**src/rtl/pwm_chan_pkg.sv**
```systemverilog
package pwm_chan_pkg;
  // strobes from control to datapath
  typedef struct packed {
    logic loadBuf;   // copy buffers into active registers
    logic decr;      // step the counter down
    logic atEnd;     // counter expired on this tick
  } pwmStrobe_t;
endpackage

```
**src/rtl/pwm_chan_ctrl.sv**
```systemverilog
module pwm_chan_ctrl
  import pwm_chan_pkg::*;
(
  input  logic       clk,
  input  logic       rstN,
  input  logic       startBit,
  input  logic       updBit,
  input  logic       reloadBit,
  input  logic       tickEn,
  input  logic       cntZero,
  output pwmStrobe_t strobe,
  output logic       running,
  output logic       expirePulse
);
  logic startQ;
  logic runQ;
  logic expQ;
  logic stepOk;
  logic runNext;

  always_comb begin
    stepOk        = runQ & tickEn & startBit & ~updBit;
    strobe.atEnd  = stepOk & cntZero;
    strobe.decr   = stepOk & ~cntZero;
    strobe.loadBuf = updBit | (strobe.atEnd & reloadBit);
  end

  always_comb begin
    if (!startBit || updBit)            runNext = 1'b0;
    else if (!startQ)                   runNext = 1'b1;
    else if (strobe.atEnd && !reloadBit) runNext = 1'b0;
    else                                runNext = runQ;
  end

  always_ff @(posedge clk) begin
    if (!rstN) begin
      startQ <= 1'b0;
      runQ   <= 1'b0;
      expQ   <= 1'b0;
    end else begin
      startQ <= startBit;
      runQ   <= runNext;
      expQ   <= strobe.atEnd;
    end
  end

  assign running     = runQ;
  assign expirePulse = expQ;
endmodule

```
**src/rtl/pwm_chan_datapath.sv**
```systemverilog
module pwm_chan_datapath
  import pwm_chan_pkg::*;
#(
  parameter int CNT_W = 16
) (
  input  logic             clk,
  input  logic             rstN,
  input  pwmStrobe_t       strobe,
  input  logic [CNT_W-1:0] countBuf,
  input  logic [CNT_W-1:0] cmpBuf,
  output logic [CNT_W-1:0] cntVal,
  output logic [CNT_W-1:0] cmpVal,
  output logic             cntZero,
  output logic             atOrBelow
);
  localparam logic [CNT_W-1:0] ONE = {{(CNT_W-1){1'b0}}, 1'b1};

  logic [CNT_W-1:0] cntQ;
  logic [CNT_W-1:0] cmpQ;

  always_ff @(posedge clk) begin
    if (!rstN) begin
      cntQ <= '0;
      cmpQ <= '0;
    end else if (strobe.loadBuf) begin
      cntQ <= countBuf;
      cmpQ <= cmpBuf;
    end else if (strobe.decr) begin
      cntQ <= cntQ - ONE;
    end
  end

  assign cntVal    = cntQ;
  assign cmpVal    = cmpQ;
  assign cntZero   = (cntQ == '0);
  assign atOrBelow = (cntQ <= cmpQ);
endmodule

```
**src/rtl/buffered_pwm_channel.sv**
```systemverilog
module buffered_pwm_channel
  import pwm_chan_pkg::*;
#(
  parameter int CNT_W          = 16,
  parameter bit RELOAD_AT_BIT2 = 1'b0
) (
  input  logic             clk,
  input  logic             rstN,
  input  logic             tickEn,
  input  logic [3:0]       ctrlNibble,
  input  logic [CNT_W-1:0] countBuf,
  input  logic [CNT_W-1:0] cmpBuf,
  output logic             pwmOut,
  output logic             expirePulse
);
  localparam int START_POS = 0;
  localparam int UPD_POS   = 1;

  logic             startBit;
  logic             updBit;
  logic             reloadBit;
  logic             invBit;
  logic             running;
  logic             cntZero;
  logic             atOrBelow;
  logic [CNT_W-1:0] cntVal;
  logic [CNT_W-1:0] cmpVal;
  pwmStrobe_t       strobe;

  assign startBit = ctrlNibble[START_POS];
  assign updBit   = ctrlNibble[UPD_POS];

  generate
    if (RELOAD_AT_BIT2) begin : g_lastGroup
      assign reloadBit = ctrlNibble[2];
      assign invBit    = 1'b0;
    end else begin : g_normalGroup
      assign reloadBit = ctrlNibble[3];
      assign invBit    = ctrlNibble[2];
    end
  endgenerate

  pwm_chan_ctrl uCtrl (
    .clk        (clk),
    .rstN       (rstN),
    .startBit   (startBit),
    .updBit     (updBit),
    .reloadBit  (reloadBit),
    .tickEn     (tickEn),
    .cntZero    (cntZero),
    .strobe     (strobe),
    .running    (running),
    .expirePulse(expirePulse)
  );

  pwm_chan_datapath #(.CNT_W(CNT_W)) uData (
    .clk      (clk),
    .rstN     (rstN),
    .strobe   (strobe),
    .countBuf (countBuf),
    .cmpBuf   (cmpBuf),
    .cntVal   (cntVal),
    .cmpVal   (cmpVal),
    .cntZero  (cntZero),
    .atOrBelow(atOrBelow)
  );

  assign pwmOut = (running & atOrBelow) ^ invBit;
endmodule

```
**config.mk**
```make
export PLATFORM = sky130hd
export DESIGN_NAME = buffered_pwm_channel
export DESIGN_NICKNAME = d
export VERILOG_FILES = /design/src/rtl/pwm_chan_pkg.sv /design/src/rtl/pwm_chan_ctrl.sv /design/src/rtl/pwm_chan_datapath.sv /design/src/rtl/buffered_pwm_channel.sv
export SDC_FILE = /design/constraint.sdc
export NUM_CORES = 1
export LEC_CHECK = 0
export CORE_MARGIN = 2
export CORE_UTILIZATION = 57
export DETAILED_ROUTE_END_ITERATION = 16
export DONT_BUFFER_PORTS = 1
export PLACE_DENSITY = 0.75
export SLEW_MARGIN = 5
export SYNTH_ARGS = -nofsm -noshare
export SYNTH_HDL_FRONTEND = slang
export SYNTH_SLANG_ARGS = --single-unit
```
**constraint.sdc**
```tcl
create_clock -name clk -period 1.81 [get_ports clk]
set_input_delay 0.0905 -clock clk [delete_from_list [all_inputs] [get_ports clk]]
set_output_delay 0.0905 -clock clk [all_outputs]
set_load 0.1 [all_outputs]
```
==> results of run 1 <==
==> per-stage QoR <==
| stage | setup slack (ns) | instances | util, % | area, sq um |
|---|---|---|---|---|
| 3_5_place_dp | -0.257 | 341 | 71.1 | 2560 |
| 2_1_floorplan | -0.209 | 259 | - | 2210 |
| 3_3_place_gp | -0.199 | 341 | 71.1 | 2560 |
==> cells by family after synthesis <==
group | share of synthesized area [%]
muxes | 2.44
adders and majority gates | 10.1
xor gates and xnor gates | 3.33
DFF | 33.3
AOI/OAI and AO/OA | 21.7
and+or+nand+nor | 23.4
buffers and inverters | 5.70
==> Yosys cell counts, types with 2 or more instances <==
| cell type | n | area [sq um] |
|---|---|---|
| ha_1 | 17 | 213 |
| o21ai_0 | 3 | 15.0 |
| o311ai_0 | 2 | 17.5 |
| or2_2 | 2 | 12.5 |
| nor4_1 | 7 | 43.8 |
| a21boi_1 | 16 | 120 |
| nand2_1 | 44 | 165 |
| a31oi_1 | 3 | 18.8 |
| or4_1 | 3 | 22.5 |
| xnor2_1 | 8 | 70.1 |
| nand3b_1 | 3 | 22.5 |
| nor2b_1 | 2 | 12.5 |
| mux2i_1 | 4 | 40.0 |
| nand4_1 | 5 | 31.3 |
| nor2_1 | 7 | 26.3 |
| a211oi_1 | 2 | 15.0 |
| nand4b_1 | 2 | 17.5 |
| buf_2 | 3 | 15.0 |
| o21a_1 | 4 | 30.0 |
| o21ai_1 | 11 | 55.1 |
| inv_1 | 20 | 75.1 |
| clkbuf_1 | 6 | 22.5 |
| nor3_1 | 4 | 20.0 |
| and3_1 | 3 | 18.8 |
| nand3_1 | 4 | 20.0 |
| dfxtp_1 | 35 | 701 |
| a21oi_1 | 20 | 100 |
==> results.md, run 1 <==
* Status: did not finish
* Last stage: 4_1_cts
* Stop err: [ERROR DPL-0033] detailed placement checks failed during check placement.
* EDFF count, synth at 0
* Async set-or-reset flop fraction in the synthesized netlist at 0%
* Syn Nets at 315
* Syn_area_per_cell at 8.13 sq um
* Detailed placement HPWL at 4040 microns
* PortBufs at 0
* Cell variety after synth at 46
* #FFs+latches synth at 35
* Buffer type at the clock tree root: clkbuf_8
* Setup Buffers After CTS at 20
* CTS Buffer Depth at 2
* Post-cts resize count at 73
* Synth warn at 0
* Seq/Total Area, Yosys at 33.3%
* Die X-Extent at 64.8 microns
* GPL Wtd Cong at around 1
* FP Rows at 22
* TritonCTS buffer count at 5
* Chip height at 64.8 microns
* I/O Pins at 41
* Hold_buf cts at 33
* Post-Synthesis Cell Area at 0.00211 sq mm
* Syn Inst Count at 259
* Clock sink count at 35
* Most used DFF post-synth: dfxtp_1
* Starting Density at 58.4%
* Htree depth at 2
==> run 2, diff against run 1 <==
Settings changed: CORE_UTILIZATION 57 to 40, PLACE_DENSITY 0.75 to not set, PLACE_DENSITY_LB_ADDON set to 0.15.
Clock period 1.81 ns to 2.4 ns, I/O delays scaled along.
==> results.md, run 2 <==
* Final instance area at 0.00270 sq mm
* Initial drt markers at roughly 160
* ANT cells at 0
* Power density cells at 522 mW/mm^2
* CP max FO at 3
* Critical Path RT at 2.28 ns
* Number of global-route vias before repair at 1877
* TNS Setup at 0 ns
* Area of the multi-input gates at ~0.0014 sq mm
* Slew headroom at 30.1%
* DRC at 0
* GPL Wtd Cong at 0.855 (was 1.00)
* Register area at slightly above 700 sq um
* Share of cells above drive strength 1 at 17.5%
* CP peak stage delay at 0.33 ns
* Most frequent cells in the layout: nand2_1 (44), dfxtp_1 (27), inv_1 (20), a21oi_1 (20), dlygate4sd3_1 (20)
* Detailed placement HPWL at 3900 microns (was 4040 microns)
* Final WL at 5500 microns
* DRT Pass-1 Iters at 4
* Worst-Margin Slew at around 1.0 ns
* Final period util at between 90% and 100%
* CTS tree: done
* TritonCTS buffer count at 5 (unchanged)
* Detailed-route wire length per cell at 15.2 microns
* Area fraction of the dominant cell type after synthesis at 33.3% (unchanged)
* Gr usage total at between 15 and 20%
* Most common cell after layout, fill and taps aside: nand2_1
* Nets at 348
* Clock slew seen by the registers of the worst setup and hold paths at roughly 0.070 ns
* Critical-path cell list: inv_1 -> ha_4 -> nand4_1 -> or2_4 -> a211oi_4 -> buf_4 -> buf_4 -> o311ai_4 -> buf_12
* Final hold vios at 0
* Synth top area cells: dfxtp_1 (33%), ha_1 (10%), nand2_1 (7.8%), a21boi_1 (5.7%), a21oi_1 (4.8%) (unchanged)
* Setup violators final at 0
* Total power at 1410 uW
* Critical path data arrival time at 2.19 ns
* Skew-Pair Late Insertion Delay at between 0.2 and 0.3 ns
* Post-route ant nets at 0
* PortBufs at 0 (unchanged)
* Status: completed (was did not finish)
* Syn Nets at 315 (unchanged)
* Chip height at 76.6 microns (was 64.8 microns)
* Largest area contributor in the netlist: dfxtp_1 (unchanged)
* Synth warn at 0 (unchanged)
* Pleak at 0.00100 uW
* Post-Synthesis Cell Area at 0.00211 sq mm (unchanged)
* Slowest stage cell, crit path: dfxtp_2
* Worst path top cell family by delay: buffers and inverters
* Total placed cells including tap cells at 334 (was 341)
* Achievable Freq at 433 MHz
* Die X-Extent at 76.6 microns (was 64.8 microns)
* DP Area at 0.00230 sq mm (was 0.00256 sq mm)
* Hold Crit Class: input port to register
* Seq/Total Area, Yosys at 33.3% (unchanged)
* Most common cell in the netlist: nand2_1 (unchanged)
* Final Max Slew Viols at 0
* Total gr overflow at 0
* Initial antenna violation count at 0
* Starting Density at 41.2% (was 58.4%)
* Post-synth top cells: nand2_1 (44), dfxtp_1 (35), a21oi_1 (20), inv_1 (20), ha_1 (17) (unchanged)
* Via count at 1938
* Syn Inst Count at 259 (unchanged)
* FP Rows at 26 (was 22)
* Clock sink count at 35 (unchanged)
* Maxcap violations at 0
* Crit Path Category: register to output pin
* Htree depth at 2 (unchanged)
* Synth-to-Final Area Change at 28.3%
* Fillers at 522
* Async set-or-reset flop fraction in the synthesized netlist at 0% (unchanged)
* Worst Path Buf+Inv at 4
* DR vias/cell at 5.35
* CTS Buffer Depth at 2 (unchanged)
* First-pass GRT wire length at slightly above 9000 microns
* Worst setup EP type: output pin
* Worst clock skew at 0.00295 ns
* Core area at 0.00511 sq mm
* Post-layout minimum cycle time at 2.31 ns
* Worst setup SP type: register
* Largest net degree at the start of global routing at 32
* Syn_area_per_cell at 8.13 sq um (unchanged)
* Buffer type at the clock tree root: clkbuf_8 (unchanged)
* Final Non-Filler Cells at 362
* #FFs+latches synth at 35 (unchanged)
* Worst VDD drop at 0.392 mV
* Most frequent cell on the critical path: buf_4
* Die area at 0.00586 sq mm
* EDFF count, synth at 0 (unchanged)
* Cell variety after synth at 46 (unchanged)
* Most used DFF post-synth: dfxtp_1 (unchanged)
* I/O Pins at 41 (unchanged)
run 2: cell counts after synthesis:
Identical to the previous run, type by type.
run 2: cell type report:
cell class                 count  share of cell area (%)
clock buffer                   6                    3.06
tap                           70                    3.24
clock inverter                 1                   0.185
timing repair buffer          36                    12.3
inverter                      20                    2.78
sequential                    35                    26.3
multi-input combinational    194                    52.1
run 2: repair_timing:
| action | 4_1_cts | 5_1_grt |
|---|---|---|
| hold buffers | 20 | 0 |
| endpoints found under the hold margin | 33 | 0 |
| endpoints found under the setup margin | 1 | 1 |
| setup buffers | 0 | 2 |
| gates resized for setup | 1 | 19 |
| pin swaps | 2 | 6 |
run 2: cells by family after synthesis:
group	Yosys count	share of synthesized area, %
AND/OR/NAND/NOR	93	23.4
buffers and inverters	30	5.70
multiplexers	5	2.44
adder cells (fa/ha/maj)	17	10.1
flip-flops	35	33.3
AO/OA/AOI/OAI	71	21.7
XOR/XNOR	8	3.33
run 2: routing by layer:
metal	track usage, %	wire length (microns)	vias up
li1	-	-	995
met1	24.4	2570	893
met2	33.2	2630	46
met3	4.27	252	4
met4	4.73	42	0
met5	0	0	-
run 2: worst paths after layout:
kind / startpoint / to / slack, ns / cells past startpoint
setup / recovery: uData.cmpVal[14] / pwmOut / 0.09 / 9
hold / removal: countBuf[12] / uData.cntVal[12] / 0.01 / 2
setup reg to reg: uData.cntVal[7] / uData.cmpVal[13] / 0.22 / 7
hold reg to reg: uCtrl.startQ / uCtrl.running / 0.42 / 1
run 2: power breakdown:
group | internal, uW | total [uW] | switching, uW
clock network | 225 | 421 | 196
logic | 157 | 333 | 175
registers | 617 | 656 | 38.6
total | 1000 | 1410 | 410
run 2: stage by stage:
step           hold WS (ns)  utilization [%]  setup slack (ns)
2_1_floorplan         0.193                -             0.228
3_3_place_gp          0.195             45.0             0.228
3_5_place_dp          0.198             45.0             0.230
4_1_cts             0.00495             50.8           0.00578
5_1_grt              0.0197             52.9          -0.00473
6_report             0.0130             52.9            0.0902
Note: power is estimated with default switching activity, not from simulation.
==> run 3, diff against run 2 <==
Settings changed: ABC_AREA set to 1, CTS_CLUSTER_SIZE set to 20, MAX_ROUTING_LAYER set to met4.
==> results.md, run 3 <==
* Hold path startpoint: countBuf[0] (was countBuf[12])
* Clock power frac at 30.6% (was 29.9%)
* Post-route ant nets at 0 (unchanged)
* Worst setup EP type: output pin (unchanged)
* Achievable Freq at 461 MHz (was 433 MHz)
* Initial antenna violation count at 0 (unchanged)
* Worst setup SP type: register (unchanged)
* Sequential share of power at 46.9% (was 46.5%)
* Critical path data arrival time at 2.05 ns (was 2.19 ns)
* CP max FO at 5 (was 3)
* Seq/Total Area, Yosys at 31.7% (was 33.3%)
* Worst VDD drop at 0.274 mV (was 0.392 mV)
* Post-layout minimum cycle time at 2.17 ns (was 2.31 ns)
* Detailed-route wire length per cell at 12.9 microns (was 15.2 microns)
* Status: completed (unchanged)
* FP Rows at 27 (was 26)
* #FFs+latches synth at 35 (unchanged)
* Total power at 1390 uW (was 1410 uW)
* Via count at 1966 (was 1938)
* Worst R2R Start: uData.cntVal[0] (was uData.cntVal[7])
* Largest area contributor in the netlist: dfxtp_1 (unchanged)
* Post-Synthesis Cell Area at 0.00221 sq mm (was 0.00211 sq mm)
* Final Non-Filler Cells at 407 (was 362)
* Die area at 0.00613 sq mm (was 0.00586 sq mm)
* Maxcap violations at 0 (unchanged)
* Final hold vios at 0 (unchanged)
* Gr usage total at 18.9% (was 19.3%)
* Hold_ws at 0.0122 ns (was 0.0130 ns)
* Synth-to-Final Area Change at 8.33% (was 28.3%)
* Synth top area cells: dfxtp_1 (32%), nand2_1 (11%), ha_1 (9.6%), nor2_1 (8.0%), o21ai_0 (7.7%) (was dfxtp_1 (33%), ha_1 (10%), nand2_1 (7.8%), a21boi_1 (5.7%), a21oi_1 (4.8%))
* DRC at 0 (unchanged)
* I/O Pins at 41 (unchanged)
* Starting Density at 40.8% (was 41.2%)
* Most frequent cells in the layout: nand2_1 (65), nor2_1 (47), inv_1 (42) (was nand2_1 (44), dfxtp_1 (27), inv_1 (20), a21oi_1 (20), dlygate4sd3_1 (20))
* Number of global-route vias before repair at 1817 (was 1877)
* Crit Path Category: register to output pin (unchanged)
* Largest net degree at the start of global routing at 37 (was 32)
* Syn_area_per_cell at 6.73 sq um (was 8.13 sq um)
* Worst-Margin Slew at 0.942 ns (was 1.05 ns)
* Core area at 0.00541 sq mm (was 0.00511 sq mm)
* Worst clock skew at 0.0102 ns (was 0.00295 ns)
* ANT cells at 0 (unchanged)
* Initial drt markers at 90 (was 161)
* TNS Setup at 0 ns (unchanged)
* Total gr overflow at 0 (unchanged)
* Worst R2R Setup Slack at 0.34 ns (was 0.22 ns)
* Buffer type at the clock tree root: clkbuf_8 (unchanged)
* RSZ-0062 raised after global routing: no
* DRT Pass-1 Iters at 4 (unchanged)
* Slew headroom at 37.1% (was 30.1%)
* Die X-Extent at 78.3 microns (was 76.6 microns)
* Chip height at 78.3 microns (was 76.6 microns)
* Synth warn at 0 (unchanged)
* Hold EP: uData.cntVal[0] (was uData.cntVal[12])
* Syn Inst Count at 328 (was 259)
* EDFF count, synth at 0 (unchanged)
* First-pass GRT wire length at 8650 microns (was 9120 microns)
* Power density cells at 581 mW/mm^2 (was 522 mW/mm^2)
* PortBufs at 0 (unchanged)
* Hold Crit Class: input port to register (unchanged)
* Async set-or-reset flop fraction in the synthesized netlist at 0% (unchanged)
* Net Sw Power at 451 uW (was 410 uW)
* Fillers at 586 (was 522)
* Reg2Reg Capture Point: uData.cntVal[1] (was uData.cmpVal[13])
* Worst reg2reg path depth at 10 (was 7)
* Total placed cells including tap cells at 393 (was 334)
* Switching Fraction at 32.5% (was 29.1%)
* CTS tree: done (unchanged)
* Cell Int Power at 938 uW (was 1000 uW)
* Cell variety after synth at 30 (was 46)
* TritonCTS buffer count at 5 (unchanged)
* Final Max Slew Viols at 0 (unchanged)
* Final instance area at 0.00239 sq mm (was 0.00270 sq mm)
* Pleak at 0.00111 uW (was 0.00100 uW)
* Detailed placement HPWL at 3970 microns (was 3900 microns)
* CTS Buffer Depth at 2 (unchanged)
* Post-synth top cells: nand2_1 (65), nor2_1 (47), inv_1 (42), dfxtp_1 (35), o21ai_0 (34) (was nand2_1 (44), dfxtp_1 (35), a21oi_1 (20), inv_1 (20), ha_1 (17))
* Critical Path RT at 2.28 ns (about the same)
* Htree depth at 2 (unchanged)
* Final WL at 5260 microns (was 5500 microns)
* Most common cell in the netlist: nand2_1 (unchanged)
* DR vias/cell at 4.83 (was 5.35)
* Share of cells above drive strength 1 at 7.76% (was 17.5%)
* Final period util at 90.4% (was 96.2%)
* DP Area at 0.00225 sq mm (was 0.00230 sq mm)
* Nets at 390 (was 348)
* Syn Nets at 384 (was 315)
* Clock slew seen by the registers of the worst setup and hold paths at 0.07 ns (about the same)
* Post-cts resize count at 0 (was 1)
* GPL Wtd Cong at 0.794 (was 0.855)
* Area fraction of the dominant cell type after synthesis at 31.7% (was 33.3%)
* Clock sink count at 35 (unchanged)
* Most used DFF post-synth: dfxtp_1 (unchanged)
* Combinational share of power at 22.5% (was 23.6%)
* Hold Path Stages at 2 (unchanged)
* Most common cell after layout, fill and taps aside: nand2_1 (unchanged)
* Setup violators final at 0 (unchanged)
* Skew-Pair Late Insertion Delay at 0.29 ns (was 0.28 ns)
-- run 3: changes by cell type in the layout (fill, tap and decap cells not counted), sizes merged, moves of 8 or more --
cell / before / now
a21boi: 16 / 0
nand3: 4 / 12
o21ai: 14 / 35
nor2: 7 / 56
inv: 20 / 43
buf: 16 / 3
a21oi: 20 / 33
nor4: 9 / 1
nand2: 44 / 68
dlygate4sd3: 20 / 6
-- run 3: critical path, stage by stage, from the launching register on --
cell and delay (ns):
dfxtp_1 0.45, ha_1 0.29, nand2_1 0.07, inv_1 0.03
o21ai_0 0.13, a21oi_1 0.08, nor2_1 0.11, nand2_1 0.06
nand2_1 0.10, nand3b_1 0.09, nand2_1 0.07, buf_4 0.28
-- run 3: layout make-up --
cell class	count	area [sq um]	area share [%]
Tap cell	72	90.1	3.77
Timing Repair Buffer	9	82.6	3.45
Sequential cell	35	701	29.3
Inverter	43	161	6.75
Clock buffer	6	72.6	3.04
Clock inverter	2	12.5	0.523
Multi-Input combinational cell	240	1270	53.2
-- run 3: through the flow --
stage               worst slack, ns  utilization [%]
CTS                           0.188             44.2
floorplan                     0.449                -
global route                 0.0560             44.2
finish                        0.230             44.2
global placement              0.440             41.6
detailed placement            0.366             41.6
-- run 3: per-layer routing --
layer  share of wire, %  vias to the layer above  track usage, %  wire length (microns)
met5                  0                        -               -                      0
met4                1.3                        0            5.79                     66
met3                7.1                        7            4.25                    372
met2                 46                       38            30.9                   2420
met1                 46                      856            23.3                   2400
li1                   -                     1065               -                      -
-- run 3: how the worst max path moves through the flow --
stage	end	cells past startpoint	slack [ns]	from
2_1_floorplan	pwmOut	10	0.45	uData.cntVal[9]
3_3_place_gp	uData.cntVal[1]	10	0.44	uData.cntVal[0]
3_5_place_dp	uData.cntVal[1]	10	0.37	uData.cntVal[0]
4_1_cts	pwmOut	11	0.19	uData.cntVal[9]
5_1_grt	pwmOut	11	0.06	uData.cntVal[9]
6_report	pwmOut	11	0.23	uData.cntVal[9]
-- run 3: repair_timing --
item / in CTS / in global routing
setup buffers: 0 / 0
endpoints found under the hold margin: 24 / 0
hold buffers: 6 / 0
-- run 3: power by group through the flow --
stage          clock network, uW  registers, uW  logic [uW]
2_1_floorplan                  0            654         257
3_5_place_dp                   0            666         302
5_1_grt                      465            657         367
3_3_place_gp                   0            666         296
4_1_cts                      442            652         316
6_report                     425            652         312
-- run 3: logic make-up after synthesis --
logic type,share of synthesized area [%]
adder cells (fa/ha/maj),9.64
buffers and inverters,10.7
flip-flops,31.7
AO/OA/AOI/OAI,16.8
XOR/XNOR,3.17
AND/OR/NAND/NOR,27.9
